**config.mk**
```make
export PLATFORM = sky130hd
export DESIGN_NAME = heap_alloc_top
export DESIGN_NICKNAME = d
export VERILOG_FILES = /design/src/rtl/heap_alloc_pkg.sv /design/src/rtl/heap_req_size.sv /design/src/rtl/heap_fit_calc.sv /design/src/rtl/heap_merge_calc.sv /design/src/rtl/heap_alloc_top.sv
export SDC_FILE = /design/constraint.sdc
export NUM_CORES = 1
export LEC_CHECK = 0
export BUFFER_PORTS_ARGS = -buffer_cell sky130_fd_sc_hd__buf_4
export CAP_MARGIN = 0
export CORE_MARGIN = 2
export CORE_UTILIZATION = 50
export CTS_CLUSTER_DIAMETER = 120
export DETAILED_ROUTE_END_ITERATION = 10
export MAX_ROUTING_LAYER = met4
export PLACE_DENSITY = 0.68
export REMOVE_ABC_BUFFERS = 1
export SYNTH_ARGS = -nofsm -noshare
export SYNTH_HDL_FRONTEND = slang
export SYNTH_SLANG_ARGS = --single-unit
```
**constraint.sdc**
```tcl
create_clock -name clk -period 13.4 [get_ports clk]
set_clock_uncertainty 0.2 [all_clocks]
set_input_delay 0.67 -clock clk [delete_from_list [all_inputs] [get_ports clk]]
set_output_delay 0.67 -clock clk [all_outputs]
set_load 0.01 [all_outputs]
```
**src/rtl/heap_alloc_pkg.sv**
```systemverilog
package heap_alloc_pkg;

   typedef enum logic [2:0] {
      S_IDLE,
      S_A_RD,
      S_A_CHK,
      S_F_RH,
      S_F_RP,
      S_F_RN,
      S_F_MG,
      S_WR
   } heap_state_e;

   localparam logic OP_ALLOC = 1'b0;
   localparam logic OP_FREE  = 1'b1;

endpackage

```
**src/rtl/heap_req_size.sv**
```systemverilog
module heap_req_size #(
   parameter int ADDR_W     = 12,
   parameter int HEAP_WORDS = 4096
) (
   input  logic [ADDR_W-1:0] req,
   output logic [ADDR_W-1:0] need,
   output logic              fits_heap
);
   localparam int W2 = ADDR_W + 2;
   localparam logic [W2-1:0] MAX_BLK = W2'(HEAP_WORDS - 2);

   logic [W2-1:0] even_w;
   logic [W2-1:0] full_w;

   assign even_w    = ({2'b00, req} + W2'(1)) & ~W2'(1);
   assign full_w    = even_w + W2'(2);
   assign fits_heap = (req != '0) && (full_w <= MAX_BLK);
   assign need      = full_w[ADDR_W-1:0];
endmodule

```
**src/rtl/heap_fit_calc.sv**
```systemverilog
module heap_fit_calc #(
   parameter int ADDR_W    = 12,
   parameter int MIN_SPLIT = 4
) (
   input  logic [ADDR_W-1:0]            blk_a,
   input  logic [ADDR_W-1:0]            blk_w,
   input  logic [ADDR_W-1:0]            need,
   output logic                         take,
   output logic                         at_end,
   output logic [ADDR_W-1:0]            adv,
   output logic [3:0][ADDR_W-1:0]       wa,
   output logic [3:0][ADDR_W-1:0]       wd,
   output logic [1:0]                   last
);
   localparam logic [ADDR_W-1:0] SPLIT_LIM = ADDR_W'(MIN_SPLIT);
   localparam logic [ADDR_W-1:0] ONE_A     = ADDR_W'(1);

   function automatic logic [ADDR_W-1:0] tag(input logic [ADDR_W-1:0] sz, input logic used);
      return {sz[ADDR_W-1:1], used};
   endfunction

   logic [ADDR_W-1:0] blk_size;
   logic [ADDR_W-1:0] rem;
   logic              cut;

   assign blk_size = {blk_w[ADDR_W-1:1], 1'b0};
   assign adv      = blk_size;
   assign at_end   = (blk_size == '0);
   assign take     = !blk_w[0] && !at_end && (blk_size >= need);
   assign rem      = blk_size - need;
   assign cut      = (rem >= SPLIT_LIM);

   always_comb begin
      wa = '0;
      wd = '0;
      if (cut) begin
         wa[0] = blk_a;
         wa[1] = blk_a + need - ONE_A;
         wa[2] = blk_a + need;
         wa[3] = blk_a + blk_size - ONE_A;
         wd[0] = tag(need, 1'b1);
         wd[1] = tag(need, 1'b1);
         wd[2] = tag(rem, 1'b0);
         wd[3] = tag(rem, 1'b0);
         last  = 2'd3;
      end else begin
         wa[0] = blk_a;
         wa[1] = blk_a + blk_size - ONE_A;
         wd[0] = tag(blk_size, 1'b1);
         wd[1] = tag(blk_size, 1'b1);
         last  = 2'd1;
      end
   end
endmodule

```
**src/rtl/heap_merge_calc.sv**
```systemverilog
module heap_merge_calc #(
   parameter int ADDR_W = 12
) (
   input  logic [ADDR_W-1:0]      hdr_a,
   input  logic [ADDR_W-1:0]      own_size,
   input  logic [ADDR_W-1:0]      below_w,
   input  logic [ADDR_W-1:0]      above_w,
   output logic [1:0][ADDR_W-1:0] wa,
   output logic [1:0][ADDR_W-1:0] wd
);
   localparam logic [ADDR_W-1:0] ONE_A = ADDR_W'(1);

   logic [ADDR_W-1:0] m_below;
   logic [ADDR_W-1:0] m_above;
   logic [ADDR_W-1:0] start;
   logic [ADDR_W-1:0] total;
   logic              below_free;
   logic              above_free;

   assign below_free = !below_w[0];
   assign above_free = !above_w[0];
   assign m_below    = below_free ? {below_w[ADDR_W-1:1], 1'b0} : '0;
   assign m_above    = above_free ? {above_w[ADDR_W-1:1], 1'b0} : '0;
   assign start      = hdr_a - m_below;
   assign total      = own_size + m_below + m_above;

   assign wa[0] = start;
   assign wa[1] = start + total - ONE_A;
   assign wd[0] = total;
   assign wd[1] = total;
endmodule

```
**src/rtl/heap_alloc_top.sv**
```systemverilog
module heap_alloc_top
   import heap_alloc_pkg::*;
#(
   parameter int ADDR_W     = 12,
   parameter int HEAP_WORDS = 4096,
   parameter int MIN_SPLIT  = 4
) (
   input  logic              clk,
   input  logic              rst_n,
   input  logic              cmd_valid,
   output logic              cmd_ready,
   input  logic              cmd_op,
   input  logic [ADDR_W-1:0] cmd_size,
   input  logic [ADDR_W-1:0] cmd_ptr,
   output logic              rsp_valid,
   output logic              rsp_ok,
   output logic [ADDR_W-1:0] rsp_ptr,
   output logic              mem_en,
   output logic              mem_we,
   output logic [ADDR_W-1:0] mem_addr,
   output logic [ADDR_W-1:0] mem_wdata,
   input  logic [ADDR_W-1:0] mem_rdata
);
   localparam logic [ADDR_W-1:0] ONE_A     = ADDR_W'(1);
   localparam logic [ADDR_W-1:0] TOP_A     = ADDR_W'(HEAP_WORDS - 1);
   localparam logic [ADDR_W-1:0] FIRST_SZ  = ADDR_W'(HEAP_WORDS - 2);
   localparam logic [ADDR_W-1:0] SENTINEL  = ADDR_W'(1);

   generate
      if ((HEAP_WORDS % 2) != 0 || HEAP_WORDS < 8 || HEAP_WORDS > (1 << ADDR_W)) begin : g_bad_heap
         $error("heap_alloc_top: HEAP_WORDS must be even, at least 8 and addressable by ADDR_W");
      end
      if (MIN_SPLIT < 4 || (MIN_SPLIT % 2) != 0) begin : g_bad_split
         $error("heap_alloc_top: MIN_SPLIT must be even and at least 4");
      end
   endgenerate

   heap_state_e                state;
   logic [ADDR_W-1:0]          cur;
   logic [ADDR_W-1:0]          need_r;
   logic [ADDR_W-1:0]          hdr_a;
   logic [ADDR_W-1:0]          hdr_w;
   logic [ADDR_W-1:0]          below_w;
   logic [3:0][ADDR_W-1:0]     wr_a;
   logic [3:0][ADDR_W-1:0]     wr_d;
   logic [1:0]                 wr_last;
   logic [1:0]                 wr_idx;
   logic                       resp_due;
   logic                       ok_due;
   logic [ADDR_W-1:0]          ptr_due;

   logic [ADDR_W-1:0]          req_need;
   logic                       req_ok;
   logic                       fit_take;
   logic                       fit_end;
   logic [ADDR_W-1:0]          fit_adv;
   logic [3:0][ADDR_W-1:0]     fit_wa;
   logic [3:0][ADDR_W-1:0]     fit_wd;
   logic [1:0]                 fit_last;
   logic [1:0][ADDR_W-1:0]     mg_wa;
   logic [1:0][ADDR_W-1:0]     mg_wd;
   logic [ADDR_W-1:0]          hdr_size;

   assign hdr_size  = {hdr_w[ADDR_W-1:1], 1'b0};
   assign cmd_ready = (state == S_IDLE) && !rsp_valid;

   heap_req_size #(.ADDR_W(ADDR_W), .HEAP_WORDS(HEAP_WORDS)) u_req (
      .req       (cmd_size),
      .need      (req_need),
      .fits_heap (req_ok)
   );

   heap_fit_calc #(.ADDR_W(ADDR_W), .MIN_SPLIT(MIN_SPLIT)) u_fit (
      .blk_a  (cur),
      .blk_w  (mem_rdata),
      .need   (need_r),
      .take   (fit_take),
      .at_end (fit_end),
      .adv    (fit_adv),
      .wa     (fit_wa),
      .wd     (fit_wd),
      .last   (fit_last)
   );

   heap_merge_calc #(.ADDR_W(ADDR_W)) u_merge (
      .hdr_a    (hdr_a),
      .own_size (hdr_size),
      .below_w  (below_w),
      .above_w  (mem_rdata),
      .wa       (mg_wa),
      .wd       (mg_wd)
   );

   always_comb begin
      mem_en    = 1'b0;
      mem_we    = 1'b0;
      mem_addr  = cur;
      mem_wdata = wr_d[wr_idx];
      case (state)
         S_A_RD: begin mem_en = 1'b1; mem_addr = cur; end
         S_F_RH: begin mem_en = 1'b1; mem_addr = hdr_a; end
         S_F_RP: begin mem_en = 1'b1; mem_addr = hdr_a - ONE_A; end
         S_F_RN: begin mem_en = 1'b1; mem_addr = hdr_a + hdr_size; end
         S_WR:   begin mem_en = 1'b1; mem_we = 1'b1; mem_addr = wr_a[wr_idx]; end
         default: ;
      endcase
   end

   always_ff @(posedge clk or negedge rst_n) begin
      if (!rst_n) begin
         state     <= S_WR;
         cur       <= ONE_A;
         need_r    <= '0;
         hdr_a     <= '0;
         hdr_w     <= '0;
         below_w   <= '0;
         wr_a      <= {TOP_A, FIRST_SZ, ONE_A, ADDR_W'(0)};
         wr_d      <= {SENTINEL, FIRST_SZ, FIRST_SZ, SENTINEL};
         wr_last   <= 2'd3;
         wr_idx    <= 2'd0;
         resp_due  <= 1'b0;
         ok_due    <= 1'b0;
         ptr_due   <= '0;
         rsp_valid <= 1'b0;
         rsp_ok    <= 1'b0;
         rsp_ptr   <= '0;
      end else begin
         rsp_valid <= 1'b0;
         case (state)
            S_IDLE: begin
               if (cmd_valid && cmd_ready) begin
                  if (cmd_op == OP_ALLOC) begin
                     need_r <= req_need;
                     cur    <= ONE_A;
                     if (req_ok) begin
                        state <= S_A_RD;
                     end else begin
                        rsp_valid <= 1'b1;
                        rsp_ok    <= 1'b0;
                        rsp_ptr   <= '0;
                     end
                  end else begin
                     hdr_a <= cmd_ptr - ONE_A;
                     state <= S_F_RH;
                  end
               end
            end
            S_A_RD: state <= S_A_CHK;
            S_A_CHK: begin
               if (fit_end) begin
                  rsp_valid <= 1'b1;
                  rsp_ok    <= 1'b0;
                  rsp_ptr   <= '0;
                  state     <= S_IDLE;
               end else if (fit_take) begin
                  wr_a     <= fit_wa;
                  wr_d     <= fit_wd;
                  wr_last  <= fit_last;
                  wr_idx   <= 2'd0;
                  resp_due <= 1'b1;
                  ok_due   <= 1'b1;
                  ptr_due  <= cur + ONE_A;
                  state    <= S_WR;
               end else begin
                  cur   <= cur + fit_adv;
                  state <= S_A_RD;
               end
            end
            S_F_RH: state <= S_F_RP;
            S_F_RP: begin
               hdr_w <= mem_rdata;
               state <= S_F_RN;
            end
            S_F_RN: begin
               below_w <= mem_rdata;
               state   <= S_F_MG;
            end
            S_F_MG: begin
               if (!hdr_w[0]) begin
                  rsp_valid <= 1'b1;
                  rsp_ok    <= 1'b0;
                  rsp_ptr   <= '0;
                  state     <= S_IDLE;
               end else begin
                  wr_a[1:0] <= mg_wa;
                  wr_d[1:0] <= mg_wd;
                  wr_last   <= 2'd1;
                  wr_idx    <= 2'd0;
                  resp_due  <= 1'b1;
                  ok_due    <= 1'b1;
                  ptr_due   <= '0;
                  state     <= S_WR;
               end
            end
            S_WR: begin
               if (wr_idx == wr_last) begin
                  state    <= S_IDLE;
                  resp_due <= 1'b0;
                  if (resp_due) begin
                     rsp_valid <= 1'b1;
                     rsp_ok    <= ok_due;
                     rsp_ptr   <= ptr_due;
                  end
               end else begin
                  wr_idx <= wr_idx + 2'd1;
               end
            end
            default: state <= S_IDLE;
         endcase
      end
   end
endmodule

```
==> results.yml, run 1 <==
yosys:
  yosys_most_used_dff: "dfrtp_1"
  async_flop_share_pct: 100
  ys_warn_count: 0
  synth-edff-count: 0
  ys_types: 73
  netlist.area_leader.share_pct: 24.9
  synth_area_sq_mm: 0.0136
  ys_ff_latch: 188
  ys_seq_area_share_pct: 35.2
  synth.top_cells.by_area: "dfrtp_1, dfstp_2, ha_1"
  synth_area_per_cell_sq_um: 9.12
  synthCells: 1487
  yosysTopAreaCell: "dfrtp_1"
clocking:
  cts_resized: 0
  clk_path_buf_depth: 2
  numCtsBuffers: 17
  cts_tree: "yes"
  clk_latency_ps: 450
  path_clk_slew_ps: 80
  htree_levels: 4
  clock-root-buffer: "clkbuf_16"
  hold_buffers: 0
  cts_setup_buffers: 0
  clock_sinks: 188
placed_design:
  place_congestion: 0.958
  dp_cells: 1846
  hpwl_mm: 28.9
  portBuffers: 80
critical_path:
  max_stage_delay_ps: 550
  reg2reg_depth: 21
  worstPathMaxFanout: 12
  end_kind: "flop"
  cp.required_ps: 13560
  crit_cells: 21
  crit_buf_inv: 2
  reg2reg_from: "below_w[0]"
  start_kind: "flop"
  r2r_end: "wr_a[23]"
  cp_cell_sequence: "nand2b_1 -> inv_1 -> fa_1 -> ha_1 -> fa_1 -> a21o_1 -> a21oi_1 -> o21bai_1 -> a21oi_1 -> xor2_1 -> ha_1 -> inv_1 -> ha_1 -> nor3_1 -> nand3_1 -> a31o_2 -> a21oi_1 -> xnor2_1 -> xnor3_1 -> a2bb2oi_1 -> o221ai_1"
  path_class: "flop to flop"
  cp.arrival_ps: 5280
  reg2reg_slack_ps: 8280
  cpLargestDelayFamily: "adder cells"
  cpMaxStageDelayCell: "dfrtp_1"
cells_and_area:
  mostFrequentLayoutCell: "nand2_1"
  final_cell_mix: "nand2_1, dfrtp_1, nor2_1, o21ai_0"
  fin_cells: 1879
  drive_gt1_share_pct: 16.2
  syn_to_final_growth_pct: 10.4
  nets: 1670
timing:
  rsz0062_at_grt: "false"
  fmax_ghz: 0.195
  slew_viol_final: 0
  setup_viol: 0
  fin_crit_sh_pct: 38.2
  period_needed_ps: 5120
  worstMarginPinSlew_ps: 1010
  max_slew_margin_pct: 32.4
  tns_ps: 0
  finalHoldViolCount: 0
run:
  maxCapViolCount: 0
detailed_routing:
  num_vias: 11200
  ant_nets: 0
  wl_per_cell_um: 20.9
  drc: 0
  drtPass1Iterations: 5
  avgViaCountPerCell: 5.98
  drt_iter0_drc: 1082
  totalWireLength_mm: 39.3
floorplan:
  start_util_pct: 50.6
  rows: 60
  core-area_sq_mm: 0.0268
  io_pins: 81
  die_h_um: 169
  die_w_um: 169
  die-area_sq_mm: 0.0284
global_route:
  antenna_found_initial: 1
  grt_pass1_vias: 11000
  grt_pass1_wl_mm: 62.4
  grt_overflow: 0
  grt_usage_pct: 29.4
  grt_max_degree: 108
hold_path:
  min_path_type: "primary input to async pin"
run_status:
  status: "finished clean"
[logic make-up (layout without fill, tap and decap cells)]
| group | after synthesis | in the layout | synth area share, % |
|---|---|---|---|
| AO/OA/AOI/OAI | 377 | 377 | 17.8 |
| XOR/XNOR | 123 | 123 | 8.05 |
| adder cells (fa/ha/maj) | 106 | 106 | 10.7 |
| buffers and inverters | 146 | 196 | 4.36 |
| flip-flops | 188 | 188 | 35.2 |
| multiplexers | 67 | 67 | 7.35 |
| other | 0 | 1 | 0 |
| AND/OR/NAND/NOR | 480 | 480 | 16.5 |
[state kept, by name, summed over array words and instances (netlist names), 2 cells and up]
signal / flops
wr_a: 48
wr_d: 47
below_w: 12
cur: 12
hdr_a: 12
hdr_w: 12
ptr_due: 12
rsp_ptr: 12
need_r: 11
state: 3
wr_idx: 2
[cell type report]
| type | instances | area (sq um) |
|---|---|---|
| multi-input cells | 1153 | 8210 |
| clock buffers | 18 | 429 |
| fillers | 2413 | 11800 |
| well taps | 341 | 427 |
| diodes | 1 | 2.50 |
| repair buffers | 90 | 682 |
| inverters | 74 | 278 |
| flip-flops and latches | 188 | 4770 |
| clock inverters | 14 | 165 |
[cells in the mapped netlist, types with 4 or more instances]
| cell type | count |
|---|---|
| o211ai_1 | 8 |
| a221oi_1 | 6 |
| xnor2_1 | 69 |
| a21o_1 | 54 |
| clkbuf_1 | 54 |
| nor2b_1 | 21 |
| nor4_1 | 10 |
| nand4_1 | 10 |
| a21o_2 | 4 |
| or2_2 | 4 |
| and3_1 | 7 |
| o22ai_1 | 9 |
| xor2_1 | 53 |
| a211oi_1 | 10 |
| a21boi_0 | 5 |
| mux4_2 | 23 |
| nand3b_1 | 6 |
| a31oi_1 | 9 |
| dfrtp_1 | 135 |
| o31ai_1 | 18 |
| ha_1 | 89 |
| dfstp_2 | 53 |
| o21bai_1 | 9 |
| buf_6 | 4 |
| nand2_1 | 190 |
| fa_1 | 17 |
| mux2_2 | 30 |
| inv_1 | 73 |
| o21ai_0 | 110 |
| o21a_1 | 10 |
| a21oi_1 | 81 |
| buf_2 | 5 |
| mux2i_1 | 14 |
| nand3_1 | 34 |
| buf_1 | 7 |
| nor2_1 | 110 |
| or3_1 | 7 |
| a31o_2 | 5 |
| nor3_1 | 31 |
| nand4b_1 | 4 |
| nand2b_1 | 19 |
| a22o_1 | 11 |
| and2_1 | 9 |
| nor3b_1 | 5 |
[routing by layer]
layer  global-route usage (%)  part of all wire, %  vias up
li1                         -                    -     5333
met5                        -                    0        -
met1                     38.4                   43     5433
met2                     46.0                   46      390
met4                     11.6                  3.9        0
met3                     5.10                  6.6       75
[worst max path at each step]
stage | start | end | slack, ps
3_3_place_gp | mem_rdata[2] | wr_a[23] | 8240
6_report | below_w[0] | wr_a[23] | 8280
3_5_place_dp | mem_rdata[2] | wr_a[23] | 8160
5_1_grt | below_w[0] | wr_a[23] | 7900
4_1_cts | below_w[0] | wr_a[23] | 8320
2_1_floorplan | mem_rdata[6] | wr_a[13] | 8340
[worst register-to-register path, stage by stage, from the launching register on]
cell       delay [ps]
dfrtp_1           550
nand2b_1          240
inv_1              70
fa_1              450
ha_1              250
fa_1              420
a21o_1            170
a21oi_1           210
o21bai_1           90
a21oi_1           210
xor2_1            120
ha_1              290
inv_1              40
ha_1              230
nor3_1            190
nand3_1           120
a31o_2            250
a21oi_1           170
xnor2_1           160
xnor3_1           340
a2bb2oi_1         140
o221ai_1          100
[through the flow]
| stage | instance area (sq um) | hold WS, ps | worst slack (ps) | utilization, % |
|---|---|---|---|---|
| floorplan | 13200 | 174 | 8340 | - |
| global placement | 14400 | 247 | 8240 | 53.6 |
| detailed placement | 14400 | 250 | 8160 | 53.6 |
| CTS | 15000 | 171 | 8320 | 55.8 |
| global route | 15000 | 210 | 7900 | 55.8 |
| finish | 15000 | 134 | 8280 | 55.8 |
Power of run 1 is left out: the tool's default activity adds up to more than one toggle a clock period on the data nets, which glitch-free logic cannot reach.
==> run 2, diff against run 1 <==
--- a/config.mk
+++ b/config.mk
@@ -12,7 +12,7 @@
 export CTS_CLUSTER_DIAMETER = 120
 export DETAILED_ROUTE_END_ITERATION = 10
 export MAX_ROUTING_LAYER = met4
-export PLACE_DENSITY = 0.68
+export PLACE_DENSITY = 0.7
 export REMOVE_ABC_BUFFERS = 1
 export SYNTH_ARGS = -nofsm -noshare
 export SYNTH_HDL_FRONTEND = slang
==> constraint.sdc (replaced) <==
create_clock -name clk -period 4.2 [get_ports clk]
set_clock_uncertainty 0.2 [all_clocks]
set_input_delay 0.21 -clock clk [delete_from_list [all_inputs] [get_ports clk]]
set_output_delay 0.21 -clock clk [all_outputs]
set_load 0.01 [all_outputs]
==> run 2 against run 1 <==
  * Setup slack worse by 8600 ps
  * Non-clock buffer count up 145
  * Fmax grew 14%
  * The run now ends with negative setup slack left
  * First-iteration DRC count fell by 2.4%
  * Die area unchanged
  * Design area up 9.8%
  * Register-to-register slack worse by 8600 ps
  * Wire length rose by 4.0%
  * Global-route usage grew 0.97 points
  * Critical path depth did not move
  * Sequential share of layout area is 2.8 points lower
==> results.yml, run 2 (synthesis gave the netlist of run 1 again) <==
clocking:
  numCtsBuffers: 17
  clk_latency_ps: 450
  clk_path_buf_depth: 2
  clock-root-buffer: "clkbuf_16"
  clock_sinks: 188
  htree_levels: 4
  cts_tree: "yes"
  path_clk_slew_ps: 70
timing:
  fin_ws_ps: -281
  rsz0062_at_grt: "true"
  slew_viol_final: 0
  worstMarginPinSlew_ps: 917
  finalHoldViolCount: 0
  setup_viol: 3
  fin_hold_ws_ps: 2.75
  fin_crit_sh_pct: 107
  period_needed_ps: 4480
  max_slew_margin_pct: 38.9
  fmax_ghz: 0.223
global_route:
  grt_usage_pct: 30.4
  grt_max_degree: 84
  antenna_found_initial: 0
  grt_pass1_wl_mm: 65.1
  grt_pass1_vias: 11800
  grt_overflow: 0
cells_and_area:
  regMostFlops: "wr_a"
  nets: 1815
  syn_to_final_growth_pct: 21.1
  antenna_cells: 0
  fillers: 2287
  largest_reg_flops: 48
  final_cell_mix: "buf_4, nand2_1, dfrtp_1, nor2_1, o21ai_0"
  fin_cells: 2023
  drive_gt1_share_pct: 24.5
  mostFrequentLayoutCell: "buf_4"
  top_regs: "wr_a x48, wr_d x47"
critical_path:
  start_kind: "flop"
  worstPathMaxFanout: 4
  path_class: "flop to flop"
  end_kind: "flop"
  crit_path_frequent_cell: "a21oi_2"
  cpLargestDelayFamily: "compound AO/OA/AOI/OAI gates"
  cp_cell_sequence: "buf_6 -> nand2b_4 -> inv_1 -> fa_1 -> fa_2 -> a21o_1 -> a21oi_2 -> o21bai_1 -> a21oi_2 -> xor2_1 -> ha_1 -> inv_2 -> ha_4 -> nor3_2 -> nand3_1 -> a31o_2 -> a21oi_4 -> xnor2_2 -> xnor3_1 -> a2bb2oi_2 -> o221ai_2"
  max_stage_delay_ps: 460
  cp.arrival_ps: 4580
  cpMaxStageDelayCell: "fa_1"
  cp.required_ps: 4300
  crit_buf_inv: 3
floorplan:
  rows: 60
  start_util_pct: 50.6
  core-area_sq_mm: 0.0268
  io_pins: 81
  die_w_um: 169
  die_h_um: 169
  die-area_sq_mm: 0.0284
detailed_routing:
  drc: 0
  totalWireLength_mm: 40.9
  wl_per_cell_um: 20.2
  drtPass1Iterations: 5
  ant_nets: 0
  drt_iter0_drc: 1056
  num_vias: 11900
  avgViaCountPerCell: 5.90
run_status:
  violations: "negative setup slack"
  status: "finished, violations left"
placed_design:
  hpwl_mm: 30.7
  place_congestion: 0.950
  dp_cells: 1951
  portBuffers: 80
run:
  maxCapViolCount: 0
hold_path:
  min_path_type: "primary input to flop"
-- run 2: cell types whose count changed in the layout (fill, tap and decap cells not counted), sizes merged --
cell | before | now
dlygate4sd3 | 0 | 28
clkinv | 7 | 6
clkbuf | 19 | 20
diode | 1 | 0
clkinvlp | 0 | 4
inv | 81 | 77
buf | 89 | 206
-- run 2: timing repair --
item | CTS | global route
resized for setup | 34 | 29
pin swaps | 31 | 30
setup buffers | 8 | 4
hold endpoints to repair | 89 | 0
setup endpoints to repair | 3 | 4
hold buffers | 28 | 0
-- run 2: area by class of cell --
type                       instances  area [sq um]  area share [%]
sequential                       188          4770            29.1
multi-input combinational       1153          8520            51.9
clock buffer                      19           443            2.70
clock inverter                    13           110           0.670
timing repair buffer             235          1870            11.4
inverter                          74           278            1.69
tap                              341           427            2.60
-- run 2: path summary, 6_finish.rpt --
kind	from	to	slack, ps	cells after the start
max in group asynchronous	rst_n	state[2]	2610	3
min in group asynchronous	rst_n	hdr_w[6]	180	2
max	below_w[0]	wr_a[23]	-280	21
min	cmd_size[9]	need_r[9]	3	4
max reg2reg	below_w[0]	wr_a[23]	-280	21
min reg2reg	wr_d[0]	wr_d[0]	260	2
-- run 2: per-stage QoR --
step | util [%] | cell area, sq um | setup WS, ps | setup TNS (ps)
after floorplan | - | 13200 | -577 | -15170
after global placement | 56.6 | 15200 | -483 | -705
after detailed placement | 56.6 | 15200 | -625 | -1010
after CTS | 60.6 | 16200 | -208 | -378
after global routing | 61.3 | 16400 | -458 | -1080
final | 61.3 | 16400 | -281 | -532
-- run 2: worst register-to-register path, stage by stage, from the launching register on --
cell and delay [ps]:
dfrtp_1 420, buf_6 140, nand2b_4 130, inv_1 60, fa_1 460, fa_2 410
a21o_1 170, a21oi_2 150, o21bai_1 90, a21oi_2 180, xor2_1 230, ha_1 190
inv_2 50, ha_4 180, nor3_2 120, nand3_1 130, a31o_2 280, a21oi_4 170
xnor2_2 140, xnor3_1 180, a2bb2oi_2 150, o221ai_2 100
-- run 2: layer usage --
metal	routed length, um	share of wire (%)	GRT usage, %	up-vias
li1	-	-	-	5618
met5	0	0	-	-
met4	1400	3.4	10.7	0
met1	17700	43	40.8	5779
met3	2830	6.9	4.40	85
met2	19000	47	47.4	444
Power of run 2 is left out for the same reason.
